===== config.mk =====
export PLATFORM = sky130hd
export DESIGN_NAME = spi_burst_engine
export DESIGN_NICKNAME = d
export VERILOG_FILES = /design/src/rtl/spi_burst_pkg.sv /design/src/rtl/spi_burst_buffer.sv /design/src/rtl/spi_burst_shifter.sv /design/src/rtl/spi_burst_engine.sv
export SDC_FILE = /design/constraint.sdc
export NUM_CORES = 2
export LEC_CHECK = 0
export BUFFER_PORTS_ARGS = -buffer_cell sky130_fd_sc_hd__buf_2
export CORE_UTILIZATION = 40
export DETAILED_ROUTE_END_ITERATION = 10
export PLACE_DENSITY = 0.56
export SYNTH_ARGS = -nofsm -noshare
export SYNTH_HDL_FRONTEND = slang
export SYNTH_HIERARCHICAL = 1
export SYNTH_SLANG_ARGS = --single-unit

===== constraint.sdc =====
create_clock -name clk -period 2.7 [get_ports clk]
set_clock_uncertainty 0.15 [all_clocks]
set_input_delay 0.135 -clock clk [delete_from_list [all_inputs] [get_ports clk]]
set_output_delay 0.135 -clock clk [all_outputs]
set_load 0.005 [all_outputs]

===== src/rtl/spi_burst_pkg.sv =====
package spi_burst_pkg;
    // control register word indices (byte offset / 4)
    localparam int IDX_CMD    = 0;
    localparam int IDX_DUPLEX = 7;
    localparam int IDX_LEN    = 8;
    localparam int IDX_HOLD   = 11;
    localparam int IDX_CTRL   = 12;

    // field positions
    localparam int START_BIT  = 18;
    localparam int DUPLEX_BIT = 0;
    localparam int LEN_LSB    = 17;
    localparam int HOLD_BIT   = 30;
    localparam int DONE_BIT   = 4;
    localparam int MODE_BIT   = 30;
    localparam int SRST_BIT   = 31;

    typedef enum logic [1:0] {
        ST_IDLE,
        ST_LEAD,
        ST_TRAIL,
        ST_DONE
    } shf_state_t;
endpackage


===== src/rtl/spi_burst_buffer.sv =====
module spi_burst_buffer #(
    parameter int WORDS = 16,
    localparam int BYTES = WORDS * 4,
    localparam int BI_W  = $clog2(BYTES),
    localparam int WI_W  = $clog2(WORDS)
) (
    input  logic            clk,
    input  logic            rst_n,
    input  logic            bus_we,
    input  logic [WI_W-1:0] bus_widx,
    input  logic [31:0]     bus_wdata,
    input  logic [WI_W-1:0] rd_widx,
    output logic [31:0]     rd_word,
    input  logic [BI_W-1:0] eng_idx,
    input  logic            eng_we,
    input  logic [7:0]      eng_wbyte,
    output logic [7:0]      eng_rbyte
);
    logic [7:0] mem [BYTES];

    always_ff @(posedge clk or negedge rst_n) begin
        if (!rst_n) begin
            for (int i = 0; i < BYTES; i++) mem[i] <= '0;
        end else begin
            if (bus_we) begin
                for (int b = 0; b < 4; b++) mem[{bus_widx, 2'(b)}] <= bus_wdata[8*b +: 8];
            end
            if (eng_we) mem[eng_idx] <= eng_wbyte;
        end
    end

    // little-endian lane assembly: byte 0 sits in bits [7:0]
    for (genvar b = 0; b < 4; b++) begin : g_lane
        assign rd_word[8*b +: 8] = mem[{rd_widx, 2'(b)}];
    end

    assign eng_rbyte = mem[eng_idx];
endmodule


===== src/rtl/spi_burst_shifter.sv =====
module spi_burst_shifter
    import spi_burst_pkg::*;
#(
    parameter int BYTES    = 64,
    parameter int HALF_DIV = 2,
    localparam int CNT_W = $clog2(BYTES * 8),
    localparam int BI_W  = CNT_W - 3,
    localparam int DIV_W = (HALF_DIV > 1) ? $clog2(HALF_DIV) : 1
) (
    input  logic             clk,
    input  logic             rst_n,
    input  logic             abort,
    input  logic             start,
    input  logic [CNT_W-1:0] bit_last,
    input  logic             duplex,
    input  logic             hold,
    input  logic             miso,
    input  logic [7:0]       tx_byte,
    output logic [BI_W-1:0]  byte_idx,
    output logic             rx_we,
    output logic [7:0]       rx_byte,
    output logic             busy,
    output logic             finish,
    output logic             sck,
    output logic             mosi,
    output logic             cs_n
);
    shf_state_t       state_q, state_d;
    logic [CNT_W-1:0] cnt_q;
    logic [DIV_W-1:0] div_q;
    logic [7:0]       sh_q;
    logic             sck_q, csn_q;
    logic             half_end, last_bit;

    assign half_end = (div_q == DIV_W'(HALF_DIV - 1));
    assign last_bit = (cnt_q == bit_last);

    always_comb begin
        state_d = state_q;
        unique case (state_q)
            ST_IDLE:  if (start) state_d = ST_LEAD;
            ST_LEAD:  if (half_end) state_d = ST_TRAIL;
            ST_TRAIL: if (half_end) state_d = last_bit ? ST_DONE : ST_LEAD;
            ST_DONE:  state_d = ST_IDLE;
        endcase
    end

    // state register
    always_ff @(posedge clk or negedge rst_n) begin
        if (!rst_n)     state_q <= ST_IDLE;
        else if (abort) state_q <= ST_IDLE;
        else            state_q <= state_d;
    end

    // datapath and pin registers
    always_ff @(posedge clk or negedge rst_n) begin
        if (!rst_n) begin
            cnt_q <= '0;
            div_q <= '0;
            sh_q  <= '0;
            sck_q <= 1'b0;
            csn_q <= 1'b1;
        end else if (abort) begin
            cnt_q <= '0;
            div_q <= '0;
            sck_q <= 1'b0;
            csn_q <= 1'b1;
        end else begin
            unique case (state_q)
                ST_IDLE: if (start) begin
                    csn_q <= 1'b0;
                    cnt_q <= '0;
                    div_q <= '0;
                    sck_q <= 1'b0;
                end
                ST_LEAD: if (half_end) begin
                    sck_q <= 1'b1;
                    sh_q  <= {sh_q[6:0], miso};
                    div_q <= '0;
                end else begin
                    div_q <= div_q + 1'b1;
                end
                ST_TRAIL: if (half_end) begin
                    sck_q <= 1'b0;
                    div_q <= '0;
                    if (!last_bit) cnt_q <= cnt_q + 1'b1;
                end else begin
                    div_q <= div_q + 1'b1;
                end
                ST_DONE: csn_q <= !hold;
            endcase
        end
    end

    assign busy     = (state_q != ST_IDLE);
    assign finish   = (state_q == ST_DONE);
    assign byte_idx = cnt_q[CNT_W-1:3];
    assign rx_byte  = sh_q;
    assign rx_we    = duplex && (state_q == ST_TRAIL) && half_end
                      && ((cnt_q[2:0] == 3'd7) || last_bit);
    assign mosi     = ((state_q == ST_LEAD) || (state_q == ST_TRAIL))
                      && tx_byte[3'd7 - cnt_q[2:0]];
    assign sck      = sck_q;
    assign cs_n     = csn_q;

    a_r7_sck_idle_low: assert property (@(posedge clk) disable iff (!rst_n)
        (state_q == ST_IDLE) |-> !sck_q);
    a_r7_mosi_steady: assert property (@(posedge clk) disable iff (!rst_n)
        (sck_q && $past(sck_q)) |-> $stable(mosi));
    a_r6_cs_low_while_shifting: assert property (@(posedge clk) disable iff (!rst_n)
        ((state_q == ST_LEAD) || (state_q == ST_TRAIL)) |-> !csn_q);
endmodule


===== src/rtl/spi_burst_engine.sv =====
module spi_burst_engine
    import spi_burst_pkg::*;
#(
    parameter int BUF_WORDS = 16,
    parameter int HALF_DIV  = 2,
    localparam int BYTES  = BUF_WORDS * 4,
    localparam int ADDR_W = $clog2(BYTES) + 1,
    localparam int CNT_W  = $clog2(BYTES * 8),
    localparam int BI_W   = CNT_W - 3,
    localparam int WI_W   = $clog2(BUF_WORDS),
    localparam int RI_W   = ADDR_W - 3
) (
    input  logic              clk,
    input  logic              rst_n,
    input  logic              reg_wen,
    input  logic [ADDR_W-1:0] reg_addr,
    input  logic [31:0]       reg_wdata,
    output logic [31:0]       reg_rdata,
    output logic              spi_sck,
    output logic              spi_mosi,
    input  logic              spi_miso,
    output logic              spi_cs_n
);
    logic             duplex_q, hold_q, mode_q, done_q;
    logic [CNT_W-1:0] len_q;
    logic             in_buf, soft_rst, start, busy, finish;
    logic [RI_W-1:0]  ridx;
    logic [BI_W-1:0]  eng_idx;
    logic             eng_we;
    logic [7:0]       eng_wbyte, eng_rbyte;
    logic [31:0]      buf_word;

    assign in_buf   = reg_addr[ADDR_W-1];
    assign ridx     = reg_addr[ADDR_W-2:2];
    assign soft_rst = reg_wen && !in_buf && (ridx == RI_W'(IDX_CTRL)) && reg_wdata[SRST_BIT];
    assign start    = reg_wen && !in_buf && (ridx == RI_W'(IDX_CMD)) && reg_wdata[START_BIT]
                      && !busy && !mode_q && !soft_rst;

    always_ff @(posedge clk or negedge rst_n) begin
        if (!rst_n) begin
            duplex_q <= 1'b0;
            hold_q   <= 1'b0;
            mode_q   <= 1'b0;
            done_q   <= 1'b0;
            len_q    <= '0;
        end else begin
            if (reg_wen && !in_buf) begin
                unique case (ridx)
                    RI_W'(IDX_DUPLEX): duplex_q <= reg_wdata[DUPLEX_BIT];
                    RI_W'(IDX_LEN):    len_q    <= reg_wdata[LEN_LSB +: CNT_W];
                    RI_W'(IDX_HOLD):   hold_q   <= reg_wdata[HOLD_BIT];
                    RI_W'(IDX_CTRL):   mode_q   <= reg_wdata[MODE_BIT];
                    default: ;
                endcase
            end
            if (soft_rst)
                done_q <= 1'b0;
            else if (finish)
                done_q <= 1'b1;
            else if (reg_wen && !in_buf && (ridx == RI_W'(IDX_CTRL)))
                done_q <= done_q & reg_wdata[DONE_BIT];
        end
    end

    spi_burst_buffer #(.WORDS(BUF_WORDS)) u_buf (
        .clk       (clk),
        .rst_n     (rst_n),
        .bus_we    (reg_wen && in_buf && !busy),
        .bus_widx  (reg_addr[WI_W+1:2]),
        .bus_wdata (reg_wdata),
        .rd_widx   (reg_addr[WI_W+1:2]),
        .rd_word   (buf_word),
        .eng_idx   (eng_idx),
        .eng_we    (eng_we),
        .eng_wbyte (eng_wbyte),
        .eng_rbyte (eng_rbyte)
    );

    spi_burst_shifter #(.BYTES(BYTES), .HALF_DIV(HALF_DIV)) u_shf (
        .clk      (clk),
        .rst_n    (rst_n),
        .abort    (soft_rst),
        .start    (start),
        .bit_last (len_q),
        .duplex   (duplex_q),
        .hold     (hold_q),
        .miso     (spi_miso),
        .tx_byte  (eng_rbyte),
        .byte_idx (eng_idx),
        .rx_we    (eng_we),
        .rx_byte  (eng_wbyte),
        .busy     (busy),
        .finish   (finish),
        .sck      (spi_sck),
        .mosi     (spi_mosi),
        .cs_n     (spi_cs_n)
    );

    always_comb begin
        reg_rdata = '0;
        if (in_buf) begin
            reg_rdata = buf_word;
        end else begin
            unique case (ridx)
                RI_W'(IDX_CMD):    reg_rdata[START_BIT]         = busy;
                RI_W'(IDX_DUPLEX): reg_rdata[DUPLEX_BIT]        = duplex_q;
                RI_W'(IDX_LEN):    reg_rdata[LEN_LSB +: CNT_W]  = len_q;
                RI_W'(IDX_HOLD):   reg_rdata[HOLD_BIT]          = hold_q;
                RI_W'(IDX_CTRL): begin
                    reg_rdata[MODE_BIT] = mode_q;
                    reg_rdata[DONE_BIT] = done_q;
                end
                default: ;
            endcase
        end
    end

    a_r9_soft_reset_idles: assert property (@(posedge clk) disable iff (!rst_n)
        soft_rst |=> (!busy && spi_cs_n && !spi_sck && !done_q));
    a_r5_done_after_finish: assert property (@(posedge clk) disable iff (!rst_n)
        (finish && !soft_rst) |=> (done_q && !busy));
    a_r10_mode_blocks_start: assert property (@(posedge clk) disable iff (!rst_n)
        (mode_q && !busy) |=> !busy);
    a_r8_start_ignored_busy: assert property (@(posedge clk) disable iff (!rst_n)
        (busy && !finish && !soft_rst) |=> busy);
endmodule


Yosys cells after proc, flatten, opt, wreduce, memory -nomap -nowiden
Cells that the tools add are included.
- bits in registers: 547
- word-level logic and storage cells: 226
- bits of input ports: 43
- bitwise logic cells: 7
- muxes and demuxes: 72
- eq/ne operators: 13
- $lt $le $gt $ge: 11
- reduce and logical (&&, ||, !) cells: 45
- add/subtract/negate cells: 3
- operators by type and width (cell ; count):
    bitwise mux 512 bit ; 5
    2-to-1 mux 512 bit ; 2
    binary-select mux 8 bit (select 6 bit) ; 5
    demux 8 bit (select 6 bit) ; 5
    2-to-1 mux 8 bit ; 15
    2-to-1 mux 9 bit ; 5
    greater-or-equal comparator 7 bit, second input constant ; 5
    < comparator 7 x 1 -> 1 bit, second input constant ; 5
    inverter 6 -> 7 bit ; 5
    logical AND 1 bit ; 19
    2-to-1 mux 1 bit ; 18
    case mux 9 bit (2 select lines) ; 1
    == test 4 bit, second input constant ; 3
    2-to-1 mux 12 bit ; 1
    AND reduction 2 bit ; 6
    nonzero test 3 bit ; 4
    2-to-1 mux 2 bit ; 5
    adder 9 x 1 -> 9 bit, second input constant ; 1
    == test 9 bit ; 1
    case mux 1 bit (2 select lines) ; 4
    case mux 2 bit (4 select lines) ; 1
    AND reduction 4 bit ; 2
    2-to-1 mux 7 bit ; 1
    != test 3 x 2 -> 1 bit, second input constant ; 2
    other kinds (22) ; 30

Logic depth before layout (Yosys ltp)
- depth after elaboration: 12
- gate-level depth with buffers: 14
- depth with buffers taken out: 9

Cells and area by module
Netlist, hierarchy kept.
- modules (own cells, without submodules) (module ; sequential area each (um^2) ; times used ; cells each ; area each (um^2)):
    spi_burst_buffer ; 12812.3 ; 1 ; 3159 ; 31855.6
    spi_burst_shifter ; 551.8 ; 1 ; 149 ; 1431.4
    spi_burst_engine ; 325.3 ; 1 ; 88 ; 899.6

Least setup slack after synthesis
Ideal clock, no wire load.
- path kind: reg2out
- start: register u_shf.cnt_q[3]
- end: output port spi_mosi
- buffers on the path: 3
- arrival: 2.721 ns
- stages on the path, launching flop included: 13
- setup slack: -0.306 ns
- cell sequence: dfrtp_1 buf_4 buf_6 and2b_1 buf_6 a221oi_2 nor2_1 a311oi_1 o221ai_1 or4_1 mux4_2 mux2i_1 nor2b_1
- word-level cells in the longest chain between the ends: 7
- RTL lines (what ; RTL line ; source):
    from (decl) ; spi_burst_shifter.sv:29 ; logic [CNT_W-1:0] cnt_q;
    from (signal assigned) ; spi_burst_shifter.sv:86 ; if (!last_bit) cnt_q <= cnt_q + 1'b1;
    inverter 6 -> 7 bit (implied by the code) ; spi_burst_buffer.sv:37 ; assign eng_rbyte = mem[eng_idx];
    binary-select mux 8 bit (select 6 bit) ; spi_burst_buffer.sv:37 ;
    2-to-1 mux 8 bit (implied by the code) (2 in a row) ; spi_burst_buffer.sv:37 ;
    named net eng_rbyte[3] ; spi_burst_engine.sv:30 ; logic [7:0] eng_wbyte, eng_rbyte;
    binary-select mux 1 bit (select 3 bit) ; spi_burst_shifter.sv:102 ; && tx_byte[3'd7 - cnt_q[2:0]];
    2-to-1 mux 1 bit (implied by the code) ; spi_burst_shifter.sv:102 ;
    logical AND 1 bit ; spi_burst_shifter.sv:102 ;
    to (decl) ; spi_burst_engine.sv:20 ; output logic spi_mosi,
The timed path passes the listed nets, and every way through them passes these cells. The select of a mux whose other input is x is not followed.

Final worst setup path
- start: register u_shf.cnt_q[5]
- end: output port spi_mosi
The elaborated chain is that of the path after synthesis.

==> results by group <==
Finish
  – Layout cells sized above 1: 0.3195
  – FF/Latch Area: 0.01371 mm^2
  – Finished Layout Cells: 5226
  – Nets: 4086
  – Multi-input logic area: 0.01921 mm^2
  – Final Instance Area: 0.04484 mm^2
  – Filler Cell Count: 7656
  – Synth-to-layout area growth: 31.17%

CTS
  – Reg clk slew, reported paths: 0.06 ns
  – Skew-Pair Late Insertion Delay: 0.64 ns
  – TritonCTS Buffers: 68
  – Bufs on Longest Clock Path: 3
  – Clock sink count: 547
  – CTS tree: done
  – H-Tree Depth: 3
  – Clock root buffer: clkbuf_16

Floorplan
  – Placeable Area: 0.08409 mm^2
  – DIE HEIGHT: 294.3 um
  – Die area: 0.08664 mm^2
  – Die width: 294.3 um
  – Initial Util: 0.4066
  – IO Count: 78
  – # rows: 106

Synthesis
  – Unique masters post-synth: 68
  – Mapped Nets: 3445
  – EDFF count, synth: 0
  – Post-Synthesis Cells: 3396
  – Top_reg_cell synth: dfrtp_1
  – FFs w/ async S/R, synth: 1.000
  – Synthesized area per cell: 10.07 um^2
  – Yosys warns: 6
  – Synthesis-stage register bit count: 547
  – Seq/Total Area, Yosys: 0.4004
  – Netlist Area Pre-Place: 0.03419 mm^2

Detailed routing
  – First drt pass iteration count: 8
  – Remaining DRCs: 0
  – Via count: 33130
  – Initial DRC count: 4556
  – DR WL/cell: 32.72 um
  – Final WL: 171000 um
  – Detail Route Antenna Nets: 0
  – Vias/cell: 6.339

Setup path
  – Cell mode on critical path: buf_12
  – Maximum fanout along the worst path: 7
  – Launching point of the worst reg2reg path: u_shf/cnt_q[4]$_DFFE_PN0P_
  – Crit path depth: 15
  – Arrival @ worst endpoint: 4.08 ns
  – CP Cell Sequence: buf_12, buf_12, and2b_4, buf_12, buf_4, a221oi_1, buf_4, nor3_1, a21oi_1, nand3_1, or4_1, mux4_2, mux2i_4, nor2b_1, buf_2
  – CP startpoint: u_shf/cnt_q[5]$_DFFE_PN0P_
  – Flop2flop setup slack: -0.61 ns
  – Kind of critical path: flop to primary output
  – CP Launch Type: flop
  – Top Family by Delay on Critical Path: simple AND/OR/NAND/NOR gates
  – Critical path endpoint category: primary output
  – Max incr delay on CP: 0.52 ns
  – Reg2reg path depth: 15
  – WP buf/inv: 6
  – Reg2Reg Capture Point: u_buf/mem[383]$_DFF_PN0_
  – Critical Path RT: 2.41 ns
  – Crit-path slowest cell: or4_1

Global routing
  – First-pass GRT wire length: 238700 um
  – Pin count of the biggest net entering global routing: 110
  – Tot GR Track Use: 0.3917
  – Vias in the first global route: 31090
  – Gr ovfl total: 0
  – Initial antenna violation count: 18

Placement
  – Dpl hpwl: 126000 um
  – Cells after DPL: 5048
  – Placed Area: 0.04188 mm^2
  – IO Port Bufs: 75
  – Gpl congestion: 1.109
  – Place WS: -1.329 ns

Power and ir drop
  – Internal power: 21.89 mW
  – Peak supply drop: 0.5588 mV
  – Net Sw Power: 13.15 mW
  – LEAKAGE: 17.75 nW
  – Clock Power Share: 0.264
  – Reg power frac: 0.391
  – Sw frac: 0.3754
  – Gate power share: 0.345
  – PwrDens: 781.5 mW/mm^2
  – Power, Total: 35.04 mW

Timing
  – Min Hold Slack: 0.01063 ns
  – Post-route setup slack: -1.670 ns
  – Tightest Pin Transition: 0.9136 ns
  – Hold violation count in the final report: 0
  – Fin. max-slew vios: 0
  – Setup repair after global routing missed its margin: yes
  – Max Fclk: 228.8 MHz
  – Tcrit/Tclk final: 1.618
  – Final worst path period need: 4.370 ns
  – Final number of setup-violating endpoints: 547
  – Rel. slew slack: 0.3909

Hold path
  – HP Class: primary input to asynchronous set/reset pin

Run status
  – Failing checks: negative setup slack
  – Status: finished, violations left

Run
  – Max-Cap Viols: 0
power groups by stage:
stage,Sequential (mW),Clock (mW),Combinational [mW]
after detailed placement,13.6,0,11.6
after global routing,13.7,9.64,12.7
after floorplan,11.9,0,5.77
final,13.7,9.25,12.1
after CTS,13.5,9.32,11.7
after global placement,13.7,0,11.4
final cells by class:
cell class / instances / share of cell area
antenna: 7 / 0.0003906
multi-input combinational: 2489 / 0.4284
tap: 1134 / 0.03164
clock inverter: 21 / 0.004716
sequential: 547 / 0.3058
inverter: 11 / 0.0009208
clock buffer: 97 / 0.04423
timing repair buffer: 920 / 0.1840
per-stage QoR:
stage	util	setup TNS, ns
floorplan	-	-0.2430
global placement	0.4980	-257.54
detailed placement	0.4980	-258.60
CTS	0.5312	-249.05
global route	0.5331	-275.03
finish	0.5333	-224.14
flip-flops by register name, indices dropped and copies added (netlist names):
name,cells
done_q,1
duplex_q,1
hold_q,1
len_q,9
mode_q,1
u_buf/mem,512
u_shf/cnt_q,9
u_shf/cs_n,1
u_shf/div_q,1
u_shf/rx_byte,8
u_shf/sck,1
u_shf/state_q,2
worst max-delay path by stage:
stage               slack, ns       end
floorplan               -0.24  spi_mosi
global placement        -1.30  spi_mosi
detailed placement      -1.33  spi_mosi
CTS                     -1.60  spi_mosi
global route            -1.71  spi_mosi
finish                  -1.67  spi_mosi
worst min-delay path, stage by stage:
cell	delay, ns
dlygate4sd3_1	0.57
buf_8	0.21
buf_12	0.23
cell families after synthesis:
family,after synthesis,synth area share
xor gates and xnor gates,10,0.002562
DFF,547,0.4004
muxes,781,0.2947
AOI/OAI and AO/OA,852,0.1490
buffers and inverters,360,0.04688
adders and majority gates,6,0.002196
and+or+nand+nor,840,0.1043
per-layer routing:
metal	global-route usage	part of all wire
met2	0.5794	0.43
met3	0.09479	0.11
met4	0.2496	0.079
met5	0	0.00050
met1	0.5132	0.38
synth_stat cells, types with 5 or more instances:
cell type  number  area (um^2)
nor2_1        339         1272
a22o_1         16        140.1
nor2_2         10        62.56
a21oi_1       287         1436
xnor2_1        10        87.58
o32ai_1        11        96.34
nand2b_1       11        68.82
nor3_1         13        65.06
and3_1          5        31.28
nand3_1        21        105.1
o221ai_1        7        61.31
nand2_1       352         1321
nor2b_1        15        93.84
dfrtp_1       546        13660
mux4_2        175         3941
or4_1           7        52.55
or3_1           8        50.05
buf_1          30        112.6
mux2_2         53        596.8
inv_1          10        37.54
a31oi_1         6        37.54
nand4_1         7        43.79
a311oi_1        5        43.79
buf_4          18        135.1
a221oi_1       85        744.5
a22oi_1        63        473.0
ha_1            6        75.07
o22ai_1        22        137.6
and2_1         26        162.7
o21ai_0       300         1501
o21ai_1        10        50.05
buf_2          86        430.4
clkbuf_1      204        765.7
mux2i_1       553         5535
buf_6          10        112.6
layout by cell type (no fill, tap or decap), types with 21 or more instances in the layout:
cell type,n
buf_4,690
mux2i_1,550
dfrtp_1,535
nand2_1,350
nor2_1,327
o21ai_0,287
a21oi_1,287
mux4_2,175
buf_12,110
buf_2,72
clkbuf_16,70
a221oi_1,69
a22oi_1,62
mux2_2,50
dlygate4sd3_1,39
and2_1,24
nand3_1,21
o22ai_1,21
o21ai_1,21
timing repair:
item                       4_1_cts  5_1_grt
setup endpoints to repair      547      552
pin swaps                        7        8
hold endpoints to repair       987        0
hold buffers                    40        0
gates cloned                     0        1
gates resized for setup         31       26
buffers inserted                 8        7
(Power assumes the default switching activity.)
